===== src/rtl/eth_tx_pkg.sv =====
`timescale 1ns/1ps
package eth_tx_pkg;
  localparam logic [2:0] ADDR_CMD    = 3'd0;
  localparam logic [2:0] ADDR_LEN    = 3'd1;
  localparam logic [2:0] ADDR_STAT   = 3'd2;
  localparam logic [2:0] ADDR_BUFCFG = 3'd3;
  localparam logic [2:0] ADDR_LINE   = 3'd4;

  localparam int CRC_EN_BIT  = 12;
  localparam int PAD_EN_BIT  = 13;
  localparam int RDY_IEN_BIT = 8;
  localparam int TX_EN_BIT   = 9;

  localparam int ST_BUSY_BIT   = 0;
  localparam int ST_DONE_BIT   = 1;
  localparam int ST_ACCEPT_BIT = 8;

  typedef enum logic [1:0] {SEQ_IDLE, SEQ_CMD, SEQ_LEN} seq_e;
  typedef enum logic [1:0] {PH_IDLE, PH_DATA, PH_PAD, PH_CRC} phase_e;

  typedef struct packed {
    logic       crcInit;
    logic       emitData;
    logic       emitPad;
    logic       emitCrc;
    logic [1:0] crcIdx;
    logic       last;
  } txStrobe_t;
endpackage


===== src/rtl/eth_tx_ctrl.sv =====
`timescale 1ns/1ps
module eth_tx_ctrl
  import eth_tx_pkg::*;
#(
  parameter int REG_W     = 16,
  parameter int LEN_W     = 11,
  parameter int MIN_FRAME = 64,
  parameter int CRC_BYTES = 4
) (
  input  logic             clk,
  input  logic             rstN,
  input  logic             regWe,
  input  logic             regRe,
  input  logic [2:0]       regAddr,
  input  logic [REG_W-1:0] regWdata,
  output logic [REG_W-1:0] regRdata,
  output logic             dataReq,
  output logic             txIrq,
  output txStrobe_t        st
);
  localparam int MAX_LEN = (1 << LEN_W) - 1;
  localparam logic [LEN_W-1:0] PAD_WITH_CRC = LEN_W'(MIN_FRAME - CRC_BYTES);
  localparam logic [LEN_W-1:0] PAD_NO_CRC   = LEN_W'(MIN_FRAME);
  localparam logic [1:0]       CRC_LAST_IDX = 2'(CRC_BYTES - 1);

  logic [REG_W-1:0] cmdReg, lenReg, bufCfg, lineCtl;
  seq_e   seqQ, seqD;
  phase_e phQ, phD;
  logic [LEN_W-1:0] cnt, cntNext, curLen, padTarget;
  logic curCrc, curPad, doneQ;
  logic [1:0] crcIdxQ;
  logic wrCmd, wrLen, rdStat, lenOk, busy, accept;
  logic [REG_W-1:0] statWord;

  assign wrCmd  = regWe && (regAddr == ADDR_CMD);
  assign wrLen  = regWe && (regAddr == ADDR_LEN);
  assign rdStat = regRe && (regAddr == ADDR_STAT);
  assign lenOk  = (lenReg != '0) && (lenReg <= REG_W'(MAX_LEN));
  assign busy   = (phQ != PH_IDLE);
  assign accept = rdStat && (seqQ == SEQ_LEN) && lineCtl[TX_EN_BIT] && !busy && lenOk;

  // request sequencer: command, length, status read
  always_comb begin
    seqD = seqQ;
    if (wrCmd)       seqD = SEQ_CMD;
    else if (wrLen)  seqD = (seqQ == SEQ_CMD) ? SEQ_LEN : SEQ_IDLE;
    else if (rdStat) seqD = SEQ_IDLE;
  end

  assign padTarget = curCrc ? PAD_WITH_CRC : PAD_NO_CRC;
  assign cntNext   = cnt + 1'b1;

  // frame phase control and strobes to the datapath
  always_comb begin
    phD        = phQ;
    st         = '0;
    st.crcIdx  = crcIdxQ;
    st.crcInit = accept;
    case (phQ)
      PH_IDLE: if (accept) phD = PH_DATA;
      PH_DATA: begin
        st.emitData = 1'b1;
        if (cntNext == curLen) begin
          if (curPad && (cntNext < padTarget)) phD = PH_PAD;
          else if (curCrc)                     phD = PH_CRC;
          else begin
            phD     = PH_IDLE;
            st.last = 1'b1;
          end
        end
      end
      PH_PAD: begin
        st.emitPad = 1'b1;
        if (cntNext == padTarget) begin
          if (curCrc) phD = PH_CRC;
          else begin
            phD     = PH_IDLE;
            st.last = 1'b1;
          end
        end
      end
      PH_CRC: begin
        st.emitCrc = 1'b1;
        if (crcIdxQ == CRC_LAST_IDX) begin
          phD     = PH_IDLE;
          st.last = 1'b1;
        end
      end
      default: phD = PH_IDLE;
    endcase
  end

  always_ff @(posedge clk) begin
    if (!rstN) begin
      cmdReg  <= '0;
      lenReg  <= '0;
      bufCfg  <= '0;
      lineCtl <= '0;
      seqQ    <= SEQ_IDLE;
      phQ     <= PH_IDLE;
      cnt     <= '0;
      curLen  <= '0;
      curCrc  <= 1'b0;
      curPad  <= 1'b0;
      crcIdxQ <= '0;
      doneQ   <= 1'b0;
    end else begin
      if (wrCmd) cmdReg <= regWdata;
      if (wrLen) lenReg <= regWdata;
      if (regWe && (regAddr == ADDR_BUFCFG)) bufCfg  <= regWdata;
      if (regWe && (regAddr == ADDR_LINE))   lineCtl <= regWdata;
      seqQ <= seqD;
      phQ  <= phD;
      if (accept) begin
        cnt    <= '0;
        curLen <= lenReg[LEN_W-1:0];
        curCrc <= cmdReg[CRC_EN_BIT];
        curPad <= cmdReg[PAD_EN_BIT];
      end else if (st.emitData || st.emitPad) begin
        cnt <= cntNext;
      end
      if (accept)          crcIdxQ <= '0;
      else if (st.emitCrc) crcIdxQ <= crcIdxQ + 1'b1;
      if (st.last)         doneQ <= 1'b1;
      else if (rdStat)     doneQ <= 1'b0;
    end
  end

  always_comb begin
    statWord                = '0;
    statWord[ST_ACCEPT_BIT] = accept;
    statWord[ST_DONE_BIT]   = doneQ;
    statWord[ST_BUSY_BIT]   = busy;
  end

  always_comb begin
    case (regAddr)
      ADDR_CMD:    regRdata = cmdReg;
      ADDR_LEN:    regRdata = lenReg;
      ADDR_STAT:   regRdata = statWord;
      ADDR_BUFCFG: regRdata = bufCfg;
      ADDR_LINE:   regRdata = lineCtl;
      default:     regRdata = '0;
    endcase
  end

  assign dataReq = (phQ == PH_DATA);
  assign txIrq   = doneQ & bufCfg[RDY_IEN_BIT];

  logic [LEN_W:0] frameTot;
  assign frameTot = (phQ == PH_CRC) ? ({1'b0, cnt} + (LEN_W+1)'(CRC_BYTES))
                                    : ({1'b0, cnt} + 1'b1);

  // a frame only begins after a status read that closed a length step
  a_r1_start_after_seq: assert property (@(posedge clk) disable iff (!rstN)
    $rose(busy) |-> $past(rdStat && (seqQ == SEQ_LEN)));
  // a frame only begins while transmit is enabled
  a_r8_tx_enabled: assert property (@(posedge clk) disable iff (!rstN)
    $rose(busy) |-> $past(lineCtl[TX_EN_BIT]));
  // a padded frame never ends below the minimum size
  a_r6_min_size: assert property (@(posedge clk) disable iff (!rstN)
    (st.last && curPad) |-> (frameTot >= (LEN_W+1)'(MIN_FRAME)));
  // a status read without a new completion leaves done clear
  a_r9_done_clear: assert property (@(posedge clk) disable iff (!rstN)
    (rdStat && !st.last) |=> !doneQ);
  // the frame settings hold for the whole frame
  a_r11_settings_held: assert property (@(posedge clk) disable iff (!rstN)
    (busy && $past(busy)) |-> ($stable(curLen) && $stable(curCrc) && $stable(curPad)));
endmodule


===== src/rtl/eth_tx_dp.sv =====
`timescale 1ns/1ps
module eth_tx_dp
  import eth_tx_pkg::*;
#(
  parameter int          BYTE_W   = 8,
  parameter int          CRC_W    = 32,
  parameter logic [31:0] CRC_POLY = 32'h04C11DB7
) (
  input  logic              clk,
  input  logic              rstN,
  input  txStrobe_t         st,
  input  logic [BYTE_W-1:0] dataIn,
  output logic [BYTE_W-1:0] txByte,
  output logic              txValid,
  output logic              txLast
);
  function automatic logic [CRC_W-1:0] bitRev(input logic [CRC_W-1:0] v);
    logic [CRC_W-1:0] r;
    for (int i = 0; i < CRC_W; i++) r[i] = v[CRC_W-1-i];
    return r;
  endfunction

  localparam logic [CRC_W-1:0] POLY_REF = bitRev(CRC_POLY[CRC_W-1:0]);

  function automatic logic [CRC_W-1:0] crcStep(input logic [CRC_W-1:0] c,
                                               input logic [BYTE_W-1:0] d);
    logic [CRC_W-1:0] r;
    r = c ^ {{(CRC_W-BYTE_W){1'b0}}, d};
    for (int k = 0; k < BYTE_W; k++)
      r = r[0] ? ((r >> 1) ^ POLY_REF) : (r >> 1);
    return r;
  endfunction

  logic [CRC_W-1:0]  crcReg, crcOut;
  logic [BYTE_W-1:0] nextByte;

  assign crcOut = ~crcReg;

  always_comb begin
    if (st.emitData)     nextByte = dataIn;
    else if (st.emitCrc) nextByte = crcOut[{st.crcIdx, 3'b000} +: BYTE_W];
    else                 nextByte = '0;
  end

  always_ff @(posedge clk) begin
    if (!rstN) begin
      crcReg  <= '1;
      txByte  <= '0;
      txValid <= 1'b0;
      txLast  <= 1'b0;
    end else begin
      if (st.crcInit)       crcReg <= '1;
      else if (st.emitData) crcReg <= crcStep(crcReg, dataIn);
      else if (st.emitPad)  crcReg <= crcStep(crcReg, '0);
      txByte  <= nextByte;
      txValid <= st.emitData | st.emitPad | st.emitCrc;
      txLast  <= st.last;
    end
  end

  // the CRC register is frozen while its bytes are sent
  a_r5_crc_frozen: assert property (@(posedge clk) disable iff (!rstN)
    st.emitCrc |=> $stable(crcReg));
  // the last flag only appears on a valid byte
  a_r7_last_valid: assert property (@(posedge clk) disable iff (!rstN)
    txLast |-> txValid);
  // pad bytes are zero
  a_r6_pad_zero: assert property (@(posedge clk) disable iff (!rstN)
    st.emitPad |=> (txByte == '0));
endmodule


===== src/rtl/eth_tx_framer.sv =====
`timescale 1ns/1ps
module eth_tx_framer
  import eth_tx_pkg::*;
#(
  parameter int REG_W     = 16,
  parameter int LEN_W     = 11,
  parameter int MIN_FRAME = 64
) (
  input  logic             clk,
  input  logic             rstN,
  input  logic             regWe,
  input  logic             regRe,
  input  logic [2:0]       regAddr,
  input  logic [REG_W-1:0] regWdata,
  output logic [REG_W-1:0] regRdata,
  input  logic [7:0]       dataIn,
  output logic             dataReq,
  output logic [7:0]       txByte,
  output logic             txValid,
  output logic             txLast,
  output logic             txIrq
);
  localparam int CRC_W     = 32;
  localparam int CRC_BYTES = CRC_W / 8;

  txStrobe_t st;

  eth_tx_ctrl #(
    .REG_W(REG_W), .LEN_W(LEN_W), .MIN_FRAME(MIN_FRAME), .CRC_BYTES(CRC_BYTES)
  ) uCtrl (
    .clk(clk), .rstN(rstN), .regWe(regWe), .regRe(regRe), .regAddr(regAddr),
    .regWdata(regWdata), .regRdata(regRdata), .dataReq(dataReq),
    .txIrq(txIrq), .st(st)
  );

  eth_tx_dp #(
    .BYTE_W(8), .CRC_W(CRC_W)
  ) uDp (
    .clk(clk), .rstN(rstN), .st(st), .dataIn(dataIn),
    .txByte(txByte), .txValid(txValid), .txLast(txLast)
  );
endmodule


===== config.mk =====
export PLATFORM = sky130hd
export DESIGN_NAME = eth_tx_framer
export DESIGN_NICKNAME = d
export VERILOG_FILES = /design/src/rtl/eth_tx_pkg.sv /design/src/rtl/eth_tx_ctrl.sv /design/src/rtl/eth_tx_dp.sv /design/src/rtl/eth_tx_framer.sv
export SDC_FILE = /design/constraint.sdc
export NUM_CORES = 1
export LEC_CHECK = 0
export ABC_AREA = 1
export BUFFER_PORTS_ARGS = -buffer_cell sky130_fd_sc_hd__buf_2
export CORE_ASPECT_RATIO = 0.9
export CORE_MARGIN = 2
export CORE_UTILIZATION = 60
export DETAILED_ROUTE_END_ITERATION = 10
export MAX_ROUTING_LAYER = met4
export PLACE_DENSITY_LB_ADDON = 0.3
export SLEW_MARGIN = 20
export SYNTH_ARGS = -nofsm -noshare
export SYNTH_HDL_FRONTEND = slang
export SYNTH_HIERARCHICAL = 1
export SYNTH_SLANG_ARGS = --single-unit

===== constraint.sdc =====
create_clock -name clk -period 2.5 [get_ports clk]
set_clock_uncertainty 0.05 [all_clocks]
set_input_delay 0.75 -clock clk [delete_from_list [all_inputs] [get_ports clk]]
set_output_delay 0.75 -clock clk [all_outputs]
set_load 0.01 [all_outputs]

==> results.json, run 1 <==
{
  "outcome": "finished, violations left",
  "violations": "setup timing",
  "gr-total-overflow": 0,
  "core-area_mm2": 0.0141,
  "gp_congestion": 1.00,
  "switching_share": 0.459,
  "cts_tree": "done",
  "end_kind": "primary output",
  "setup_viol_count_final": 3,
  "rows": 41,
  "fillers": 1127,
  "hold_buffers": 0,
  "power_density_mw_per_mm2": 1040,
  "clock_latency_ns": 0.43,
  "totalWireLength_um": 27600,
  "combPwrFrac": 0.513,
  "p_sw_mw": 5.01,
  "fin_crit_ns": 2.57,
  "power_frac_clock": 0.228,
  "start_util": 0.616,
  "first_pass_iters": 7,
  "syn_inst": 1304,
  "synth_nets": 1346,
  "die_y_um": 118,
  "fin_crit_sh": 1.03,
  "pwr-share-seq": 0.259,
  "clock-sinks": 137,
  "ys_seq_area_frac": 0.317,
  "yosys_register_bits": 137,
  "drv_cap": 0,
  "port_buffers": 58,
  "antenna_found_initial": 0,
  "remaining_drc_errors": 0,
  "hold_violations": 0,
  "ant_nets": 0,
  "clockBufferDepth": 2,
  "root_buffer": "clkbuf_16",
  "max_slew_margin": 0.456,
  "cp_max_fo": 6,
  "grt_first_pass_wirelength_um": 41200,
  "rsz0062_at_grt": "true",
  "drtIter0Drc": 1127,
  "boundaryPins": 59,
  "cp_num_cells": 9,
  "worstSetupStartpointType": "primary input",
  "fin_nets": 1440,
  "vias_per_cell": 5.84,
  "track_usage": 0.352,
  "internal-power_mw": 5.91,
  "critPathTopFamily": "buffers and inverters",
  "tightestPinTransition_ns": 0.812,
  "cp_slowest_cell": "clkbuf_16",
  "rr_worst_depth": 20,
  "grt_pass1_vias": 7917,
  "crit_chain": "buf_8 -> inv_4 -> nor2_4 -> nand2_2 -> clkinv_4 -> clkbuf_16 -> a21oi_1 -> o21ai_0 -> buf_2",
  "wl_per_cell_um": 17.2,
  "hold_depth": 2,
  "arrival_ns": 1.77,
  "drive_above_1_share": 0.217,
  "max_freq_ghz": 0.390,
  "synth_top_cell_by_area": "dfxtp_1",
  "synth.avg_cell_area_um2": 6.64,
  "crit_type": "in2out",
  "htreeDepth": 4,
  "netlist_area_mm2": 0.00865,
  "required_ns": 1.70,
  "tritoncts.num_buffers": 17,
  "crit_buf_inv": 5,
  "peakVddDrop_mv": 0.694,
  "hp-class": "reg2reg",
  "synth.distinct_cells": 46,
  "vias": 9362,
  "layout_setup_ws_ns": -0.0674,
  "dpl_cell_area_mm2": 0.00940,
  "die-area_mm2": 0.0154,
  "grt_max_degree": 76,
  "total_leakage_power_nw": 4.65,
  "die_w_um": 131,
  "syn_to_final_growth_pct": 21.7,
  "synth_top_area_frac": 0.317,
  "postLayoutCellArea_mm2": 0.0105,
  "max_stage_delay_ns": 0.17,
  "hpwl_um": 18800,
  "clk_pin_slew_ns": 0.07,
  "fin_hold_ws_ns": 0.404,
  "reg2reg_slack_ns": 0.01,
  "drv_slew": 0,
  "yosys_warnings": 6,
  "n_antenna_cell": 0,
  "synth_area_leaders": "dfxtp_1 (32%), nand2_1 (14%), a21oi_1 (8.8%), o21ai_0 (7.9%), inv_1 (6.3%)"
}
[cell families after synthesis]
family | synth area share
fa+ha+maj | 0.0159
xor+xnor | 0.0896
compound gates | 0.205
simple gates | 0.268
flops | 0.317
buf+inv | 0.105
[tightest hold or removal path, cell delays in order (launching register included)]
cell	delay [ns]
dfxtp_1	0.30
inv_1	0.06
a21oi_1	0.05
[final cells by class]
type	instances	area, um^2	share of cell area
multi-input cells	950	5350	0.508
flip-flops and latches	137	2750	0.261
repair buffers	135	1000	0.0952
inverters	157	604	0.0574
clock buffers	17	425	0.0404
well taps	193	241	0.0229
clock inverters	15	155	0.0147
[layout by cell type, fill, tap and decap left out, types with 19 or more instances in the layout]
cell / n
a21oi_1: 145
buf_2: 55
buf_4: 66
clkbuf_16: 19
dfxtp_1: 128
inv_1: 141
nand2_1: 305
nand2_2: 38
nand3_1: 59
nor2_1: 75
o21ai_0: 122
xor2_1: 55
[metrics by stage]
step           total power [mW]  cells   util  setup slack [ns]  TNS, ns
2_1_floorplan              6.74   1304      -            0.0117        0
3_3_place_gp               8.00   1558  0.669           -0.0765   -0.897
3_5_place_dp               8.10   1558  0.669            -0.112    -1.21
4_1_cts                    10.7   1591  0.716           -0.0187  -0.0254
5_1_grt                    11.6   1604  0.749            -0.121   -0.870
6_report                   10.9   1604  0.749           -0.0674   -0.111
[synth_stat cells (all sizes together)]
cell and count:
ha 11, a21oi 153, clkbuf 40, a211oi 9
o22ai 15, nor3 5, nand2b 1, buf 20
a221oi 2, a21o 2, o211ai 9, or2 7
xor2 60, xnor2 17, clkinv 3, dfxtp 137
o21ai 139, o221ai 4, nand3 64, o2111ai 1
nand2 353, nand3b 3, inv 154, nand4 8
nor2 87
[state kept, by name, summed over array words and instances (netlist names), 2 cells and up]
register       count
uDp/crcReg        32
uCtrl/bufCfg      16
uCtrl/cmdReg      16
uCtrl/lenReg      16
uCtrl/lineCtl     16
uCtrl/cnt         11
uCtrl/curLen      11
uDp/txByte         8
uCtrl/crcIdxQ      2
uCtrl/phQ          2
uCtrl/seqQ         2
[metal layers]
| metal | vias up | wire length [um] | global-route usage |
|---|---|---|---|
| met5 | - | 0 | - |
| met4 | 0 | 774 | 0.119 |
| met3 | 69 | 3060 | 0.0714 |
| met2 | 565 | 12000 | 0.493 |
| met1 | 4312 | 11700 | 0.504 |
| li1 | 4416 | - | - |
[power groups by stage]
stage               Sequential (mW)  Combinational (mW)  Clock, mW
floorplan                      2.71                4.03          0
global placement               2.84                5.16          0
detailed placement             2.84                5.26          0
CTS                            2.80                5.35       2.50
global route                   2.86                6.12       2.62
finish                         2.83                5.60       2.49
[final timing paths]
check,start,end
worst max register to register,uCtrl/cnt[1],uDp/txLast
worst min-delay path,uCtrl/cmdReg[11],uCtrl/cmdReg[11]
worst max-delay path,regAddr[0],regRdata[2]
worst min register to register,uCtrl/cmdReg[11],uCtrl/cmdReg[11]
[what timing repair did]
item / 4_1_cts / 5_1_grt
cloned: 1 / 2
pin swaps: 4 / 22
setup buffers: 0 / 11
setup endpoints to repair: 18 / 20
resized for setup: 24 / 90
No activity file was read; power rests on OpenSTA's default activity.
==> run 2: changes to the inputs <==
--- a/config.mk
+++ b/config.mk
@@ -5,7 +5,6 @@
 export SDC_FILE = /design/constraint.sdc
 export NUM_CORES = 1
 export LEC_CHECK = 0
-export ABC_AREA = 1
 export BUFFER_PORTS_ARGS = -buffer_cell sky130_fd_sc_hd__buf_2
 export CORE_ASPECT_RATIO = 0.9
 export CORE_MARGIN = 2
==> run 2 against run 1 <==
The flow still finishes with violations (setup timing); clock power decreased by 4%; synthesized area fell by 3.6%; cell area down 4.1%; wire length shrank 17%; total power down 52%; sequential share of layout area up 1.2 points; synthesized cell count down 26%; final cell count is 23% lower; worst hold slack improved by 0.0022 ns; critical endpoint is now regRdata[8].
==> results.json, run 2 <==
{
  "hold_violations": 0,
  "gr-total-overflow": 0,
  "peakVddDrop_mv": 0.488,
  "rr_worst_depth": 10,
  "fin_nets": 1098,
  "violations": "setup timing",
  "clock_latency_ns": 0.43,
  "tightestPinTransition_ns": 0.690,
  "yosys_register_bits": 137,
  "hp-start": "uCtrl/bufCfg[3]",
  "grt_pass1_vias": 6789,
  "drtIter0Drc": 855,
  "hp-class": "reg2reg",
  "crit_chain": "inv_4 -> ha_4 -> nand4b_1 -> nor3_2 -> nand4_1 -> o211ai_1 -> buf_2",
  "synth_top_area_frac": 0.329,
  "setup_viol_count_final": 3,
  "max_freq_ghz": 0.390,
  "port_buffers": 58,
  "cp_max_fo": 4,
  "regArea_mm2": 0.00276,
  "synth_nets": 1006,
  "htreeDepth": 4,
  "cts_tree": "done",
  "die_w_um": 128,
  "netlist_area_mm2": 0.00834,
  "fin_crit_ns": 2.57,
  "die_y_um": 116,
  "gp_congestion": 0.954,
  "largest_register_ffs": 32,
  "totalWireLength_um": 23000,
  "yosys_warnings": 6,
  "yosysMostFrequentCell": "nand2_1",
  "cp_slowest_cell": "dfxtp_4",
  "syn_inst": 964,
  "clk_pin_slew_ns": 0.07,
  "reg2reg_from": "uCtrl/cnt[0]",
  "grt_max_degree": 81,
  "syn_to_final_growth_pct": 21.1,
  "postLayoutCellArea_mm2": 0.0101,
  "end_kind": "primary output",
  "holdPathEnd": "uCtrl/bufCfg[3]",
  "synth_async_sr_flop_share": 0,
  "ys_seq_area_frac": 0.329,
  "rsz0062_at_grt": "true",
  "hpwl_um": 15300,
  "root_buffer": "clkbuf_16",
  "start_util": 0.619,
  "synth_area_leaders": "dfxtp_1 (33%), xnor2_1 (10%), nand2_1 (8.2%), a21oi_1 (5.6%), mux2i_1 (4.7%)",
  "ant_nets": 0,
  "multiInputGateArea_mm2": 0.00542,
  "synth_common_cells": "nand2_1 (183), dfxtp_1 (137), xnor2_1 (96)",
  "layout_common_cells": "nand2_1 (183), dfxtp_1 (130), xnor2_1 (94)",
  "reg2reg_slack_ns": -0.06,
  "vias_per_cell": 5.91,
  "synth.distinct_cells": 60,
  "fillers": 922,
  "layoutNonFillerInstCount": 1237,
  "outcome": "finished, violations left",
  "r2r_end": "uDp/txLast",
  "synth.avg_cell_area_um2": 8.65,
  "drv_cap": 0,
  "boundaryPins": 59,
  "fin_crit_sh": 1.03,
  "clock-sinks": 137,
  "track_usage": 0.322,
  "total_leakage_power_nw": 4.10,
  "drive_above_1_share": 0.250,
  "rows": 40,
  "fin_hold_ws_ns": 0.407,
  "die-area_mm2": 0.0149,
  "max_slew_margin": 0.536,
  "top_register": "uDp/crcReg",
  "layout_setup_ws_ns": -0.0656,
  "place_inst": 1196,
  "arrival_ns": 1.77,
  "required_ns": 1.70,
  "worstSetupStartpointType": "flop",
  "clockBufferDepth": 2,
  "power_density_mw_per_mm2": 514,
  "hold_buffers": 0,
  "drv_slew": 0,
  "grt_first_pass_wirelength_um": 36000,
  "wl_per_cell_um": 18.6,
  "synth_top_cell_by_area": "dfxtp_1",
  "first_pass_iters": 6,
  "fin_setup_tns_ns": -0.125,
  "vias": 7313,
  "final_common_cell": "nand2_1",
  "max_stage_delay_ns": 0.36,
  "synth_ff_type": "dfxtp_1",
  "antenna_found_initial": 0,
  "remaining_drc_errors": 0,
  "crit_type": "reg2out",
  "hold_depth": 2,
  "tritoncts.num_buffers": 17,
  "synth_edf_count": 0,
  "n_antenna_cell": 0,
  "core-area_mm2": 0.0135,
  "dpl_cell_area_mm2": 0.00917
}
-- run 2: changes by cell type after synthesis, sizes merged, moves of 18 or more --
cell   previous run  this run
xnor2            17       111
mux2i             0        39
a21oi           153        94
xor2             60        32
inv             154        14
nand2           353       184
o21ai           139        41
nor2             87        69
nand3            64        14
-- run 2: layer usage --
| layer | vias to the layer above | routed length, um | track usage |
|---|---|---|---|
| li1 | 3435 | - | - |
| met1 | 3462 | 10200 | 0.458 |
| met2 | 376 | 10300 | 0.463 |
| met3 | 40 | 2180 | 0.0706 |
| met4 | 0 | 336 | 0.0908 |
| met5 | - | 0 | - |
-- run 2: layout make-up --
class / count / area share
Sequential cell: 137 / 0.274
Tap cell: 168 / 0.0208
Clock inverter: 15 / 0.0133
Multi-Input combinational cell: 742 / 0.537
Inverter: 14 / 0.00570
Timing Repair Buffer: 144 / 0.108
Clock buffer: 17 / 0.0421
-- run 2: through the flow --
step | power [mW] | setup WS [ns] | util
3_3_place_gp | 2.79 | -0.148 | 0.681
4_1_cts | 5.17 | -0.0130 | 0.737
6_report | 5.19 | -0.0656 | 0.750
5_1_grt | 5.36 | -0.125 | 0.750
3_5_place_dp | 2.80 | -0.145 | 0.681
2_1_floorplan | 2.62 | -0.227 | -
-- run 2: power breakdown --
part / total (mW) / internal, mW / switching (mW)
clock: 2.40 / 1.31 / 1.09
combinational: 0.578 / 0.283 / 0.295
sequential: 2.22 / 2.20 / 0.0174
total: 5.19 / 3.79 / 1.40
-- run 2: worst max-delay path, delay by kind of cell (launching register included) --
kind                     cells  cell delay (ns)
AO/OA/AOI/OAI                1             0.18
adder cells (fa/ha/maj)      1             0.15
buffers and inverters        2             0.26
flip-flops                   1             0.36
AND/OR/NAND/NOR              3             0.38
-- run 2: cell families (layout without fill, tap and decap cells) --
| family | after synthesis | in the layout | share of synthesized area |
|---|---|---|---|
| mux | 48 | 48 | 0.0698 |
| buf+inv | 85 | 190 | 0.0474 |
| compound gates | 184 | 184 | 0.129 |
| fa+ha+maj | 11 | 11 | 0.0165 |
| flops | 137 | 137 | 0.329 |
| xor+xnor | 162 | 162 | 0.227 |
| simple gates | 337 | 337 | 0.182 |
-- run 2: worst max-delay path by stage --
stage	startpoint	end	slack, ns	cells after the start
4_1_cts	uCtrl/phQ[1]	regRdata[8]	-0.01	7
6_report	uCtrl/phQ[1]	regRdata[8]	-0.07	7
3_3_place_gp	regAddr[0]	regRdata[8]	-0.15	6
5_1_grt	uCtrl/phQ[1]	regRdata[8]	-0.13	7
3_5_place_dp	regAddr[0]	regRdata[10]	-0.15	7
2_1_floorplan	regAddr[0]	regRdata[8]	-0.23	5
-- run 2: repair_timing --
item	in CTS	in global routing
endpoints found under the setup margin	19	15
cloned	1	1
gates resized for setup	41	32
pin swaps	13	16
buffers inserted	5	2
